### config.mk
export PLATFORM = sky130hd
export DESIGN_NAME = serial_char_rx
export DESIGN_NICKNAME = d
export VERILOG_FILES = /design/src/rtl/serial_rx_pkg.sv /design/src/rtl/rx_sync.sv /design/src/rtl/rx_bit_sampler.sv /design/src/rtl/rx_framer.sv /design/src/rtl/rx_holding.sv /design/src/rtl/serial_char_rx.sv
export SDC_FILE = /design/constraint.sdc
export NUM_CORES = 1
export LEC_CHECK = 0
export BUFFER_PORTS_ARGS = -buffer_cell sky130_fd_sc_hd__buf_2
export CAP_MARGIN = 20
export CELL_PAD_IN_SITES_DETAIL_PLACEMENT = 0
export CELL_PAD_IN_SITES_GLOBAL_PLACEMENT = 1
export CORE_MARGIN = 5
export CORE_UTILIZATION = 35
export CTS_BUF_LIST = sky130_fd_sc_hd__clkbuf_8
export DETAILED_ROUTE_END_ITERATION = 8
export PLACE_DENSITY_LB_ADDON = 0.3
export SLEW_MARGIN = 15
export SYNTH_ARGS = -nofsm -noshare
export SYNTH_HDL_FRONTEND = slang
export SYNTH_SLANG_ARGS = --single-unit
### constraint.sdc
create_clock -name clk -period 4.65 [get_ports clk]
set_input_delay 0.2325 -clock clk [delete_from_list [all_inputs] [get_ports clk]]
set_output_delay 0.2325 -clock clk [all_outputs]
set_load 0.1 [all_outputs]
### src/rtl/serial_rx_pkg.sv
package serial_rx_pkg;
  typedef enum logic [1:0] {
    PAR_OFF     = 2'b00,
    PAR_EVEN    = 2'b01,
    PAR_ODD     = 2'b10,
    PAR_OFF_ALT = 2'b11
  } par_mode_e;

  typedef enum logic [1:0] {
    FR_IDLE,
    FR_DATA,
    FR_PAR,
    FR_STOP
  } fr_state_e;
endpackage

### src/rtl/rx_sync.sv
module rx_sync #(
  parameter int   STAGES  = 2,
  parameter logic RST_VAL = 1'b0
) (
  input  logic clk,
  input  logic rst_n,
  input  logic d,
  output logic q
);
  logic chain [STAGES];

  always_ff @(posedge clk or negedge rst_n) begin
    if (!rst_n) chain[0] <= RST_VAL;
    else        chain[0] <= d;
  end

  for (genvar g = 1; g < STAGES; g++) begin : g_stage
    always_ff @(posedge clk or negedge rst_n) begin
      if (!rst_n) chain[g] <= RST_VAL;
      else        chain[g] <= chain[g-1];
    end
  end

  assign q = chain[STAGES-1];
endmodule

### src/rtl/rx_bit_sampler.sv
module rx_bit_sampler #(
  parameter int OSR  = 16,
  parameter int QUAL = 7
) (
  input  logic clk,
  input  logic rst_n,
  input  logic sync_mode,
  input  logic tick16,
  input  logic rxd_s,
  input  logic bclk_s,
  input  logic frame_end,
  output logic start_stb,
  output logic sample_stb,
  output logic sample_bit
);
  localparam int CW         = $clog2(OSR + OSR/2 + 1);
  // ticks remaining from start acceptance to first data centre
  localparam int FIRST_LOAD = OSR + OSR/2 - QUAL - 1;

  logic          running;
  logic [CW-1:0] phase_cnt;
  logic [CW-1:0] low_run;
  logic          bclk_q;
  logic          bclk_rise;

  assign bclk_rise  = bclk_s & ~bclk_q;
  assign sample_bit = rxd_s;

  always_comb begin
    start_stb  = 1'b0;
    sample_stb = 1'b0;
    if (!running) begin
      if (sync_mode) start_stb = bclk_rise & ~rxd_s;
      else           start_stb = tick16 & ~rxd_s & (low_run == CW'(QUAL));
    end else begin
      if (sync_mode) sample_stb = bclk_rise;
      else           sample_stb = tick16 & (phase_cnt == '0);
    end
  end

  always_ff @(posedge clk or negedge rst_n) begin
    if (!rst_n) begin
      bclk_q    <= 1'b0;
      running   <= 1'b0;
      phase_cnt <= '0;
      low_run   <= '0;
    end else begin
      bclk_q <= bclk_s;
      if (frame_end) begin
        running <= 1'b0;
        low_run <= '0;
      end else if (start_stb) begin
        running   <= 1'b1;
        phase_cnt <= CW'(FIRST_LOAD);
        low_run   <= '0;
      end else if (tick16 && !sync_mode) begin
        if (!running) low_run   <= rxd_s ? '0 : low_run + 1'b1;
        else          phase_cnt <= (phase_cnt == '0) ? CW'(OSR - 1) : phase_cnt - 1'b1;
      end
    end
  end

  assert_async_on_tick_R3: assert property (@(posedge clk) disable iff (!rst_n)
    (sample_stb && !sync_mode) |-> tick16);

  assert_sync_on_rise_R4: assert property (@(posedge clk) disable iff (!rst_n)
    (sample_stb && sync_mode) |-> $rose(bclk_s));

  assert_no_start_running_R2: assert property (@(posedge clk) disable iff (!rst_n)
    start_stb |=> !start_stb);
endmodule

### src/rtl/rx_framer.sv
module rx_framer
  import serial_rx_pkg::*;
#(
  parameter int DATA_W = 8,
  parameter int LEN_W  = 2
) (
  input  logic              clk,
  input  logic              rst_n,
  input  logic              start_stb,
  input  logic              sample_stb,
  input  logic              sample_bit,
  input  logic [LEN_W-1:0]  char_len,
  input  logic [1:0]        par_mode,
  output logic              frame_end,
  output logic              char_done,
  output logic [DATA_W-1:0] char_data,
  output logic              char_perr,
  output logic              char_ferr
);
  localparam int MIN_LEN = DATA_W - (1 << LEN_W) + 1;
  localparam int IW      = $clog2(DATA_W);

  fr_state_e         state;
  par_mode_e         pm;
  logic [IW-1:0]     idx;
  logic [IW-1:0]     last_idx;
  logic [DATA_W-1:0] shreg;
  logic              acc;
  logic              perr_q;
  logic              par_on;

  assign pm        = par_mode_e'(par_mode);
  assign par_on    = (pm == PAR_EVEN) || (pm == PAR_ODD);
  assign last_idx  = IW'(MIN_LEN - 1) + IW'(char_len);
  assign frame_end = (state == FR_STOP) && sample_stb;

  always_ff @(posedge clk or negedge rst_n) begin
    if (!rst_n) begin
      state     <= FR_IDLE;
      idx       <= '0;
      shreg     <= '0;
      acc       <= 1'b0;
      perr_q    <= 1'b0;
      char_done <= 1'b0;
      char_data <= '0;
      char_perr <= 1'b0;
      char_ferr <= 1'b0;
    end else begin
      char_done <= 1'b0;
      unique case (state)
        FR_IDLE: if (start_stb) begin
          state  <= FR_DATA;
          idx    <= '0;
          shreg  <= '0;
          acc    <= 1'b0;
          perr_q <= 1'b0;
        end
        FR_DATA: if (sample_stb) begin
          shreg[idx] <= sample_bit;
          acc        <= acc ^ sample_bit;
          if (idx == last_idx) state <= par_on ? FR_PAR : FR_STOP;
          else                 idx   <= idx + 1'b1;
        end
        FR_PAR: if (sample_stb) begin
          perr_q <= (acc ^ sample_bit) != (pm == PAR_ODD);
          state  <= FR_STOP;
        end
        FR_STOP: if (sample_stb) begin
          char_done <= 1'b1;
          char_data <= shreg;
          char_perr <= par_on & perr_q;
          char_ferr <= ~sample_bit;
          state     <= FR_IDLE;
        end
        default: state <= FR_IDLE;
      endcase
    end
  end

  assert_stop_gives_char_R7: assert property (@(posedge clk) disable iff (!rst_n)
    frame_end |=> char_done);

  assert_no_perr_unparity_R6: assert property (@(posedge clk) disable iff (!rst_n)
    (char_done && !par_on) |-> !char_perr);
endmodule

### src/rtl/rx_holding.sv
module rx_holding #(
  parameter int DATA_W = 8
) (
  input  logic              clk,
  input  logic              rst_n,
  input  logic              char_done,
  input  logic [DATA_W-1:0] char_data,
  input  logic              char_perr,
  input  logic              char_ferr,
  input  logic              rx_ready,
  output logic              rx_valid,
  output logic [DATA_W-1:0] rx_data,
  output logic              rx_par_err,
  output logic              rx_frm_err,
  output logic              rx_ovr,
  output logic              rx_done
);
  always_ff @(posedge clk or negedge rst_n) begin
    if (!rst_n) begin
      rx_valid   <= 1'b0;
      rx_data    <= '0;
      rx_par_err <= 1'b0;
      rx_frm_err <= 1'b0;
      rx_ovr     <= 1'b0;
      rx_done    <= 1'b0;
    end else begin
      rx_done <= char_done;
      if (char_done) begin
        rx_valid   <= 1'b1;
        rx_data    <= char_data;
        rx_par_err <= char_perr;
        rx_frm_err <= char_ferr;
        rx_ovr     <= rx_valid & ~rx_ready;
      end else if (rx_valid && rx_ready) begin
        rx_valid <= 1'b0;
      end
    end
  end

  assert_done_single_R8: assert property (@(posedge clk) disable iff (!rst_n)
    rx_done |=> !rx_done);

  assert_done_with_valid_R8: assert property (@(posedge clk) disable iff (!rst_n)
    rx_done |-> rx_valid);

  assert_hold_stable_R8: assert property (@(posedge clk) disable iff (!rst_n)
    (rx_valid && !rx_ready && !char_done) |=> (rx_valid && $stable(rx_data)));

  assert_overrun_flag_R9: assert property (@(posedge clk) disable iff (!rst_n)
    (char_done && rx_valid && !rx_ready) |=> rx_ovr);
endmodule

### src/rtl/serial_char_rx.sv
module serial_char_rx #(
  parameter int DATA_W      = 8,
  parameter int LEN_W       = 2,
  parameter int OSR         = 16,
  parameter int QUAL        = 7,
  parameter int SYNC_STAGES = 2
) (
  input  logic              clk,
  input  logic              rst_n,
  input  logic              sync_mode,
  input  logic              tick16,
  input  logic              bclk,
  input  logic              rxd,
  input  logic [LEN_W-1:0]  char_len,
  input  logic [1:0]        par_mode,
  input  logic              rx_ready,
  output logic              rx_valid,
  output logic [DATA_W-1:0] rx_data,
  output logic              rx_par_err,
  output logic              rx_frm_err,
  output logic              rx_ovr,
  output logic              rx_done
);
  logic              rxd_s, bclk_s;
  logic              start_stb, sample_stb, sample_bit, frame_end;
  logic              char_done, char_perr, char_ferr;
  logic [DATA_W-1:0] char_data;

  rx_sync #(.STAGES(SYNC_STAGES), .RST_VAL(1'b1)) u_sync_rxd (
    .clk(clk), .rst_n(rst_n), .d(rxd), .q(rxd_s));

  rx_sync #(.STAGES(SYNC_STAGES), .RST_VAL(1'b0)) u_sync_bclk (
    .clk(clk), .rst_n(rst_n), .d(bclk), .q(bclk_s));

  rx_bit_sampler #(.OSR(OSR), .QUAL(QUAL)) u_sampler (
    .clk(clk), .rst_n(rst_n), .sync_mode(sync_mode), .tick16(tick16),
    .rxd_s(rxd_s), .bclk_s(bclk_s), .frame_end(frame_end),
    .start_stb(start_stb), .sample_stb(sample_stb), .sample_bit(sample_bit));

  rx_framer #(.DATA_W(DATA_W), .LEN_W(LEN_W)) u_framer (
    .clk(clk), .rst_n(rst_n), .start_stb(start_stb), .sample_stb(sample_stb),
    .sample_bit(sample_bit), .char_len(char_len), .par_mode(par_mode),
    .frame_end(frame_end), .char_done(char_done), .char_data(char_data),
    .char_perr(char_perr), .char_ferr(char_ferr));

  rx_holding #(.DATA_W(DATA_W)) u_hold (
    .clk(clk), .rst_n(rst_n), .char_done(char_done), .char_data(char_data),
    .char_perr(char_perr), .char_ferr(char_ferr), .rx_ready(rx_ready),
    .rx_valid(rx_valid), .rx_data(rx_data), .rx_par_err(rx_par_err),
    .rx_frm_err(rx_frm_err), .rx_ovr(rx_ovr), .rx_done(rx_done));
endmodule

==> metrics.md, run 1 <==
| Metric | Value |
|---|---|
| Crit. End Element | `flop` |
| Worst hold path endpoint | `u_sync_bclk.chain[1]` |
| Detailed Route Iter0 Violations | `49` |
| CP Max Fanout | `14` |
| Syn Nets | `250` |
| Crit path time final | `2596 ps` |
| Top_reg_cell synth | `dfrtp_1` |
| Post-synth top area share | `50.79%` |
| DRC viols | `0` |
| CTS Buffer Depth | `2` |
| Slew Limit Fails | `0` |
| Fin Setup TNS | `0 ps` |
| Critical path's top delay family | `simple AND/OR/NAND/NOR gates` |
| Crit-path cells | `inv_1, ha_1, or4b_1, o21ai_2, nand2_1, nand2_1, mux2_2` |
| CP Class | `reg2reg` |
| DR vias | `1751` |
| Multi-input logic area | `0.001147 sq mm` |
| Worst reg-to-reg path cell count | `7` |
| Worst R2R Setup Slack | `2050 ps` |
| Core area | `0.007253 sq mm` |
| Latest clock arrival within the worst-skew pair | `310 ps` |
| Die W | `96.38 um` |
| Post-synth top area cell | `dfrtp_1` |
| Vias in the first global route | `1724` |
| Reg clk slew, reported paths | `100 ps` |
| Worst path most repeated cell | `nand2_1` |
| Layout area overhead | `11.84%` |
| Outcome | `complete, no violations` |
| EDFF count, synth | `0` |
| YS warnings | `0` |
| Initial antenna violation count | `0` |
| Worst Hold Path Cells | `1` |
| Antenna Violating Nets Remaining | `0` |
| Site row count | `31` |
| Leak pwr | `1.447 nW` |
| Clk sinks | `55` |
| Post-Syn Instances | `231` |
| DP HPWL | `3418 um` |
| Worst hold start | `bclk` |
| Worst slew margin | `47.59%` |
| FF+latch count, synth | `55` |
| Dominant cells by area after synthesis | `dfrtp_1 51%, mux2_2 9.5%, mux2i_1 4.2%` |
| WP buf/inv | `1` |
| Initial Util | `36.00%` |
| Async set or reset register ratio after synthesis | `100.0%` |
| Final Skew | `5.217 ps` |
| CTS tree | `built` |
| Grt ovf | `0` |
| GR met3 Demand/Resource | `2.091%` |
| Synthesized area per cell | `11.30 sq um` |
| Max capacitance violation total | `0` |
| Netlist cell types | `47` |
| Setup-failing EPs final | `0` |
| Net count, final | `272` |
| Final Wtd Congestion | `0.7394` |
| Final Hold Viols | `0` |
| Vias per cell | `4.960` |
| Critical path arrival | `2800 ps` |
| Share of layout cells above drive strength 1 | `24.02%` |
| Num CTS Buffers | `5` |
| Die Ht | `96.38 um` |
| Largest net degree at the start of global routing | `56` |
| Worst EP required | `4850 ps` |
| GRT met2 Usage | `17.94%` |
| CTS root buffer | `clkbuf_8` |
| Slew @ Worst Pin | `773.9 ps` |
| Seq/Total Area, Yosys | `52.80%` |
| Mapped Area | `0.002611 sq mm` |
| Port Buf Inserts | `23` |
| CP max stage delay | `600 ps` |
| DRT Wirelength | `4952 um` |
| Die ar. | `0.009288 sq mm` |
| Drt pass-1 iters | `4` |
| RR Startpoint | `u_sampler.phase_cnt[0]` |
| Unrepaired setup endpoints after global routing | `false` |
| CTS H-tree depth | `2` |
| Crit start category | `flop` |
| VDD IR-drop max | `0.1326 mV` |
| Power density over cell area | `539.4 mW/mm^2` |
| Final Cycle Share | `55.82%` |
| First-pass GRT wire length | `8473 um` |
| Critical-path top delay cell | `or4b_1` |
| Tightest Hold Check Type | `in2reg` |
| Fillers | `742` |
| Fmax | `385.2 MHz` |
| Busiest grt layer | `met2` |
| # diodes | `0` |
| Global routing usage on met1 | `16.76%` |
| Crit Reg-Reg Endpoint | `u_sampler.phase_cnt[0]` |
| I/O pin cnt | `24` |
| Post-DR wirelength/cell | `14.03 um` |
| Post-cts sizing count | `0` |
| Fin util | `40.26%` |
| Storage element area | `0.001379 sq mm` |
| Total track usage | `11.75%` |
-- Yosys cell counts (2+ instances only) --
master	count
a21o_1	2
a21oi_1	10
a22o_1	2
a31o_2	2
buf_2	2
clkbuf_1	7
dfrtp_1	53
dfstp_2	2
ha_1	8
inv_1	12
mux2_2	22
mux2i_1	11
nand2_1	25
nand2b_1	2
nand3_1	5
nand3b_1	3
nand4_1	2
nand4b_1	4
nor2_1	7
nor2b_1	3
nor3_1	4
nor3b_1	2
o21ai_0	11
o31ai_1	3
xnor2_1	4
xor2_1	2
-- worst max-delay path by stage --
stage                      startpoint                endpoint  slack, ps  cells past startpoint
6_report       u_sampler.phase_cnt[0]  u_sampler.phase_cnt[0]       2050                      7
5_1_grt        u_sampler.phase_cnt[0]  u_sampler.phase_cnt[0]       1880                      7
4_1_cts        u_sampler.phase_cnt[0]  u_sampler.phase_cnt[0]       2020                      7
3_5_place_dp   u_sampler.phase_cnt[0]  u_sampler.phase_cnt[0]       2030                      7
3_3_place_gp   u_sampler.phase_cnt[0]  u_sampler.phase_cnt[1]       2100                      7
2_1_floorplan  u_sampler.phase_cnt[0]         u_framer.idx[2]       2530                      8
-- registers in the layout (all words and copies together) (netlist names) --
name	count
u_hold.rx_ovr	1
u_sampler.phase_cnt	5
u_sync_bclk.chain	1
u_hold.rx_done	1
u_hold.rx_par_err	1
u_framer.shreg	8
u_sampler.low_run	5
u_sync_bclk.q	1
u_hold.rx_data	8
u_framer.acc	1
u_sampler.running	1
u_framer.state	2
u_sync_rxd.chain	1
u_framer.char_ferr	1
u_hold.rx_valid	1
u_framer.perr_q	1
u_framer.char_data	8
u_framer.char_perr	1
u_framer.idx	3
u_hold.rx_frm_err	1
u_framer.char_done	1
u_sync_rxd.q	1
u_sampler.bclk_q	1
-- worst register-to-register path: cells and delay by family, from the launching register on --
family | cells | cell delay [ps]
simple gates | 3 | 1190
flops | 1 | 430
mux | 1 | 350
compound gates | 1 | 270
fa+ha+maj | 1 | 180
buf+inv | 1 | 70
-- stage by stage --
| stage | area, sq um | hold WS, ps | worst slack [ps] | total power [mW] | cells |
|---|---|---|---|---|---|
| floorplan | 2611 | -63.09 | 2530 | 1.188 | 231 |
| global placement | 2818 | 334.1 | 2096 | 1.306 | 344 |
| detailed placement | 2818 | 341.0 | 2035 | 1.318 | 344 |
| CTS | 2920 | 6.756 | 2015 | 1.597 | 353 |
| global route | 2920 | 3.276 | 1880 | 1.703 | 353 |
| finish | 2920 | 21.55 | 2054 | 1.575 | 353 |
-- kinds of logic after synthesis --
logic type / Yosys count / share of synthesized area [%]
fa+ha+maj: 8 / 3.833
flops: 55 / 52.80
xor+xnor: 6 / 2.012
compound gates: 43 / 11.07
mux: 33 / 13.70
buf+inv: 22 / 3.258
simple gates: 64 / 13.32
-- what timing repair did --
item / in CTS / in global routing
hold buffers: 1 / 0
endpoints found under the hold margin: 1 / 0
buffers inserted: 0 / 0
-- cell usage in the layout, fill, tap and decap left out, drive strengths merged, types with 3 or more instances in the layout --
master	instances
mux2i	11
inv	13
nand3b	3
o31ai	3
a21oi	10
nor3	5
nor2b	3
o21ai	12
nor2	7
clkbuf	5
nand4b	4
nand2	25
dfrtp	53
ha	8
xnor2	4
nand3	5
buf	24
mux2	22
-- power breakdown --
| group | switching (mW) | internal (mW) | total, mW |
|---|---|---|---|
| logic | 0.353 | 0.230 | 0.583 |
| registers | 0.119 | 0.604 | 0.723 |
| clock network | 0.161 | 0.109 | 0.270 |
-- layer usage --
metal | vias up | share of wire [%]
li1 | 868 | -
met1 | 850 | 51
met2 | 23 | 45
met3 | 10 | 2.6
met4 | 0 | 1.7
met5 | - | 0
-- area by class of cell --
class,count,area share (%)
sequential,55,47.22
multi-input combinational,154,39.29
timing repair buffer,25,4.542
tap,99,4.242
clock buffer,5,2.356
inverter,12,1.542
clock inverter,3,0.8141
Power figures use the tool's default switching activity.
==> run 2: changes to the inputs <==
==> constraint.sdc (replaced) <==
create_clock -name clk -period 2.6 [get_ports clk]
set_input_delay 0.13 -clock clk [delete_from_list [all_inputs] [get_ports clk]]
set_output_delay 0.13 -clock clk [all_outputs]
set_load 0.1 [all_outputs]
==> run 2 against run 1 <==
  * Clock power rose by 81%
  * First-iteration DRC count grew 31%
  * Wire length rose by 1.2%
  * Register-to-register slack worse by 1900 ps
  * Highest routed layer unchanged
  * Critical endpoint unchanged
==> metrics.md, run 2 (synthesized netlist as in run 1, its figures left out) <==
| Metric | Value |
|---|---|
| Unrepaired setup endpoints after global routing | `false` |
| Post-cts sizing count | `0 (unchanged)` |
| Die W | `96.38 um (unchanged)` |
| Setup-failing EPs final | `0 (unchanged)` |
| CTS tree | `built` |
| Multi-input logic area | `0.001147 sq mm (unchanged)` |
| CTS H-tree depth | `2 (unchanged)` |
| Crit. End Element | `flop` |
| DP HPWL | `3674 um (+7.5%)` |
| Net count, final | `279 (+2.6%)` |
| Hold_ws | `117.0 ps (+95.49 ps)` |
| Final Skew | `4.620 ps (-0.5969 ps)` |
| Latest clock arrival within the worst-skew pair | `310 ps (about the same)` |
| Layout area overhead | `13.99%` |
| DR vias | `1793 (+2.4%)` |
| DRC viols | `0 (unchanged)` |
| Leak pwr | `1.482 nW (+2.4%)` |
| Final Cycle Share | `92.83% (+37 points)` |
| Power density over cell area | `948.5 mW/mm^2 (+76%)` |
| Initial Util | `36.00% (unchanged)` |
| Detailed Route Iter0 Violations | `64 (+31%)` |
| Fin Setup TNS | `0 ps (unchanged)` |
| Worst EP required | `2810 ps (-2040 ps)` |
| Vias in the first global route | `1773 (+2.8%)` |
| Commonest non-fill, non-tap cells in the layout | `53 x dfrtp_1, 25 x nand2_1, 23 x buf_2, 22 x mux2_2, 12 x inv_1` |
| Initial antenna violation count | `0 (unchanged)` |
| Fmax | `414.3 MHz (+7.5%)` |
| Slew Limit Fails | `0 (unchanged)` |
| Grt ovf | `0 (unchanged)` |
| Reg clk slew, reported paths | `100 ps (about the same)` |
| Critical path arrival | `2620 ps (-180 ps)` |
| VDD IR-drop max | `0.3292 mV (+150%)` |
| Num CTS Buffers | `5 (unchanged)` |
| Fillers | `718 (-3.2%)` |
| Share of layout cells above drive strength 1 | `25.29% (+1.3 points)` |
| Top flop regs | `u_framer.char_data (8), u_framer.shreg (8), u_hold.rx_data (8)` |
| Port Buf Inserts | `23 (unchanged)` |
| Total track usage | `11.74% (-0.014 points)` |
| Worst slew margin | `52.14% (+4.5 points)` |
| CP Class | `reg2reg` |
| Storage element area | `0.001379 sq mm (unchanged)` |
| Post-DR wirelength/cell | `13.91 um (-0.82%)` |
| Clk sinks | `55 (unchanged)` |
| Drt pass-1 iters | `7 (+3)` |
| Pre-CTS WS | `190.8 ps (-1844 ps)` |
| Vias per cell | `4.981 (+0.41%)` |
| Outcome | `complete, no violations` |
| Core area | `0.007253 sq mm (unchanged)` |
| I/O pin cnt | `24 (unchanged)` |
| Antenna Violating Nets Remaining | `0 (unchanged)` |
| Fin worst setup slack | `186.5 ps (-1868 ps)` |
| Most common cell after layout, fill and taps aside | `dfrtp_1` |
| Tightest Hold Check Type | `in2reg` |
| DRT Wirelength | `5009 um (+1.2%)` |
| # diodes | `0 (unchanged)` |
| Crit start category | `flop` |
| Largest net degree at the start of global routing | `38 (-32%)` |
| Die Ht | `96.38 um (unchanged)` |
| Site row count | `31 (unchanged)` |
| Crit path time final | `2414 ps (-182.2 ps)` |
| Slew @ Worst Pin | `717.9 ps (-55.99 ps)` |
| CTS Buffer Depth | `2 (unchanged)` |
| Max capacitance violation total | `0 (unchanged)` |
| CTS root buffer | `clkbuf_8` |
| Total Power | `2.823 mW (+79%)` |
| Final Hold Viols | `0 (unchanged)` |
| Final Wtd Congestion | `0.7895 (+6.8%)` |
| CP Max Fanout | `9 (-5)` |
| First-pass GRT wire length | `8487 um (+0.17%)` |
| Die ar. | `0.009288 sq mm (unchanged)` |
run 2: where the power goes:
| part | leakage (nW) | internal, mW | total (mW) | switching, mW |
|---|---|---|---|---|
| Clock | 0.0489 | 0.196 | 0.489 | 0.294 |
| Combinational | 0.711 | 0.418 | 1.04 | 0.625 |
| Sequential | 0.722 | 1.08 | 1.29 | 0.211 |
run 2: final cells by class:
cell class	instances	area share, %
Sequential cell	55	46.32
Multi-Input combinational cell	154	38.55
Clock inverter	3	0.7566
Inverter	12	1.513
Tap cell	99	4.161
Timing Repair Buffer	32	6.389
Clock buffer	5	2.312
run 2: critical path: stages, from the launching register on:
cell and delay [ps]:
dfrtp_1 430, inv_1 70, ha_1 180, or4b_1 580, o21ai_2 280, nand2_1 230, nand2_1 180, mux2_2 350
run 2: timing repair:
| action | CTS | global route |
|---|---|---|
| hold buffers | 3 | 0 |
| buffers inserted | 0 | 0 |
| endpoints found under the hold margin | 20 | 0 |
run 2: layer usage:
metal / vias up / track usage, % / share of wire, %
met5: - / 0 / 0
met4: 0 / 4.206 / 1.4
met3: 7 / 2.324 / 3.1
met2: 26 / 18.23 / 46
met1: 882 / 16.31 / 50
li1: 878 / - / -
run 2: path summary, 6_finish.rpt:
check / start / endpoint / slack, ps / cells after the start
worst min register to register: u_sync_rxd.chain[1] / u_sync_rxd.q / 360 / 0
worst min-delay path: rx_ready / u_hold.rx_valid / 120 / 3
worst max-delay path: u_sampler.phase_cnt[0] / u_sampler.phase_cnt[0] / 190 / 7
min in group asynchronous: rst_n / u_framer.idx[1] / 290 / 2
worst max register to register: u_sampler.phase_cnt[0] / u_sampler.phase_cnt[0] / 190 / 7
max in group asynchronous: rst_n / u_sync_rxd.q / 1470 / 3
run 2: through the flow:
step                area, sq um  util, %  cells
floorplan                  2611        -    231
global placement           2855    39.37    349
detailed placement         2855    39.37    349
CTS                        2977    41.04    360
global route               2977    41.04    360
finish                     2977    41.04    360
==> run 3: changes to the inputs <==
--- a/config.mk
+++ b/config.mk
@@ -17,4 +17,5 @@
 export SLEW_MARGIN = 15
 export SYNTH_ARGS = -nofsm -noshare
 export SYNTH_HDL_FRONTEND = slang
+export SYNTH_HIERARCHICAL = 1
 export SYNTH_SLANG_ARGS = --single-unit
==> run 3 against run 2 <==
  * Utilization decreased by 1.3 points
  * Worst setup slack improved by 240 ps
  * Wire length decreased by 1.1%
  * Synthesized area increased by 2.7%
  * Critical endpoint is now u_sampler/phase_cnt[0]
==> metrics.md, run 3 <==
| Metric | Value |
|---|---|
| Drt pass-1 iters | `4 (-3)` |
| Max capacitance violation total | `0 (unchanged)` |
| Setup-failing EPs final | `0 (unchanged)` |
| Crit start category | `flop` |
| Worst slew margin | `53.90% (+1.8 points)` |
| Num CTS Buffers | `5 (unchanged)` |
| Netlist cell types | `57 (+21%)` |
| Post-Syn Instances | `232 (+0.43%)` |
| CP Class | `reg2reg` |
| EDFF count, synth | `0 (unchanged)` |
| Critical path arrival | `2370 ps (-250 ps)` |
| Worst EP required | `2800 ps (about the same)` |
| Worst hold start | `rx_ready` |
| Die Ht | `97.55 um (+1.2%)` |
| Slew @ Worst Pin | `691.5 ps (-26.42 ps)` |
| Grt ovf | `0 (unchanged)` |
| Site row count | `32 (+3.2%)` |
| Critical-path top delay cell | `or4_4` |
| Post-cts sizing count | `0 (unchanged)` |
| DRC viols | `0 (unchanged)` |
| Pre-CTS WS | `436.1 ps (+245.4 ps)` |
| Detailed Route Iter0 Violations | `72 (+13%)` |
| VDD IR-drop max | `0.3709 mV (+13%)` |
| Critical path's top delay family | `simple AND/OR/NAND/NOR gates` |
| Unrepaired setup endpoints after global routing | `false` |
| Post-synth top cells | `53 x dfrtp_1, 16 x inv_1, 13 x nand2_1` |
| Most frequent cell after synthesis | `dfrtp_1` |
| Seq/Total Area, Yosys | `51.40% (-1.4 points)` |
| Final Skew | `10.31 ps (+5.687 ps)` |
| Initial antenna violation count | `0 (unchanged)` |
| Crit path time final | `2169 ps (-244.3 ps)` |
| Latest clock arrival within the worst-skew pair | `310 ps (about the same)` |
| Net count, final | `279 (unchanged)` |
| Post-synth top area share | `49.44% (-1.4 points)` |
| Top flop regs | `u_framer/char_data (8), u_framer/shreg (8), u_hold/rx_data (8)` |
| Layout area overhead | `12.69%` |
| Final Hold Viols | `0 (unchanged)` |
| Top_reg_cell synth | `dfrtp_1` |
| Syn Nets | `251 (+0.40%)` |
| Core area | `0.007607 sq mm (+4.9%)` |
| YS warnings | `6 (+6)` |
| Port Buf Inserts | `23 (unchanged)` |
| CP Max Fanout | `9 (unchanged)` |
| First-pass GRT wire length | `8638 um (+1.8%)` |
| Slew Limit Fails | `0 (unchanged)` |
| WP depth | `9 (+2)` |
| Vias in the first global route | `1743 (-1.7%)` |
| Async set or reset register ratio after synthesis | `100.0% (unchanged)` |
| Clk sinks | `55 (unchanged)` |
| Vias per cell | `4.893 (-1.8%)` |
| Most common cell after layout, fill and taps aside | `dfrtp_1` |
| Die W | `97.55 um (+1.2%)` |
| WP buf/inv | `2 (+1)` |
| Post-CTS Setup Bufs | `0 (unchanged)` |
| CTS root buffer | `clkbuf_8` |
| Tightest Hold Check Type | `in2reg` |
| RR Startpoint | `u_sampler/phase_cnt[0]` |
| Hold buffer count at cts | `3 (unchanged)` |
| Fillers | `750 (+4.5%)` |
| Antenna Violating Nets Remaining | `0 (unchanged)` |
| Critical path origin | `u_sampler/phase_cnt[0]` |
| CTS H-tree depth | `2 (unchanged)` |
| Dominant cells by area after synthesis | `dfrtp_1 49%, mux2_4 4.5%, ha_1 3.7%` |
| DP HPWL | `3541 um (-3.6%)` |
| Mapped Area | `0.002683 sq mm (+2.7%)` |
| Total track usage | `10.93% (-0.81 points)` |
| Crit. End Element | `flop` |
| Fin worst setup slack | `430.8 ps (+244.3 ps)` |
| DRT Wirelength | `4956 um (-1.1%)` |
| Total Power | `2.382 mW (-16%)` |
| Post-DR wirelength/cell | `13.65 um (-1.9%)` |
| Fin Setup TNS | `0 ps (unchanged)` |
| I/O pin cnt | `24 (unchanged)` |
| Worst Hold Path Cells | `3 (unchanged)` |
| CTS tree | `built` |
| Fmax | `461.0 MHz (+11%)` |
| Share of layout cells above drive strength 1 | `24.52% (-0.77 points)` |
| Synthesized area per cell | `11.56 sq um (+2.3%)` |
| Outcome | `complete, no violations` |
| Worst reg-to-reg path cell count | `9 (+2)` |
| Final Wtd Congestion | `0.7906 (+0.14%)` |
| DR vias | `1776 (-0.95%)` |
| Power density over cell area | `787.8 mW/mm^2 (-17%)` |
| Post-synth top area cell | `dfrtp_1` |
| FF+latch count, synth | `55 (unchanged)` |
| Leak pwr | `1.420 nW (-4.2%)` |
| # diodes | `0 (unchanged)` |
| CTS Buffer Depth | `2 (unchanged)` |
| Final Cycle Share | `83.43% (-9.4 points)` |
| CP max stage delay | `510 ps (-70 ps)` |
| Initial Util | `35.26% (-0.74 points)` |
| Reg clk slew, reported paths | `100 ps (about the same)` |
| Largest net degree at the start of global routing | `35 (-7.9%)` |
| Commonest non-fill, non-tap cells in the layout | `53 x dfrtp_1, 23 x buf_2, 16 x inv_1, 13 x nand2_1` |
| Die ar. | `0.009515 sq mm (+2.4%)` |
| Crit-path cells | `inv_1, ha_1, nand4_1, a21boi_0, nand2_1, inv_2, or4_4, nand3_2, mux2_2` |
-- run 3: cell count changes after synthesis, sizes merged, moves of 3 or more --
cell,delta
o311ai,+6
nand4b,-4
nand2,-12
inv,+6
mux2i,-11
clkbuf,-6
o31ai,+3
buf,+6
nand4,+7
-- run 3: path summary, 6_finish.rpt --
kind | slack (ps) | to
worst max-delay path | 430 | u_sampler/phase_cnt[0]
worst min-delay path | 110 | u_hold/rx_valid
min in group asynchronous | 140 | u_sync_bclk/q
worst max register to register | 430 | u_sampler/phase_cnt[0]
worst min register to register | 360 | u_sync_bclk/q
max in group asynchronous | 1830 | u_framer/shreg[2]
-- run 3: where the power goes --
group          internal, mW  switching, mW
combinational         0.298          0.472
clock                 0.218          0.283
sequential            0.983          0.127
total                  1.50          0.882
-- run 3: layout make-up --
| type | instances | area [sq um] | area share [%] |
|---|---|---|---|
| flip-flops and latches | 55 | 1379 | 45.61 |
| well taps | 102 | 127.6 | 4.222 |
| inverters | 18 | 67.56 | 2.235 |
| multi-input cells | 149 | 1167 | 38.62 |
| repair buffers | 31 | 182.7 | 6.043 |
| clock buffers | 6 | 82.58 | 2.732 |
| clock inverters | 2 | 16.27 | 0.5381 |
-- run 3: worst min-delay path, delay by kind of cell --
family / cells / cell delay (ps)
buffers and inverters: 2 / 160
AO/OA/AOI/OAI: 1 / 110
-- run 3: kinds of logic (layout without fill, tap and decap cells) --
kind of cell / count (synthesis) / count (layout) / share of synthesized area (%)
multiplexers: 20 / 20 / 9.515
flip-flops: 55 / 55 / 51.40
buffers and inverters: 28 / 57 / 5.084
adder cells (fa/ha/maj): 8 / 8 / 3.731
AND/OR/NAND/NOR: 61 / 61 / 13.34
XOR/XNOR: 7 / 7 / 2.565
AO/OA/AOI/OAI: 53 / 53 / 14.37
-- run 3: through the flow --
step / hold WS [ps] / area, sq um / instances / util (%)
3_5_place_dp: -49.89 / 2894 / 352 / 38.04
5_1_grt: 105.6 / 3023 / 363 / 39.74
4_1_cts: 104.1 / 3023 / 363 / 39.74
2_1_floorplan: -165.6 / 2683 / 232 / -
3_3_place_gp: -55.66 / 2894 / 352 / 38.04
6_report: 113.7 / 3023 / 363 / 39.74
-- run 3: metal layers --
layer  global-route usage (%)  up-vias  share of wire, %
li1                         -      894                 -
met5                        0        -                 0
met3                    2.297        6               3.7
met2                    16.13       32                43
met1                    15.80      844                52
met4                    3.834        0               1.6
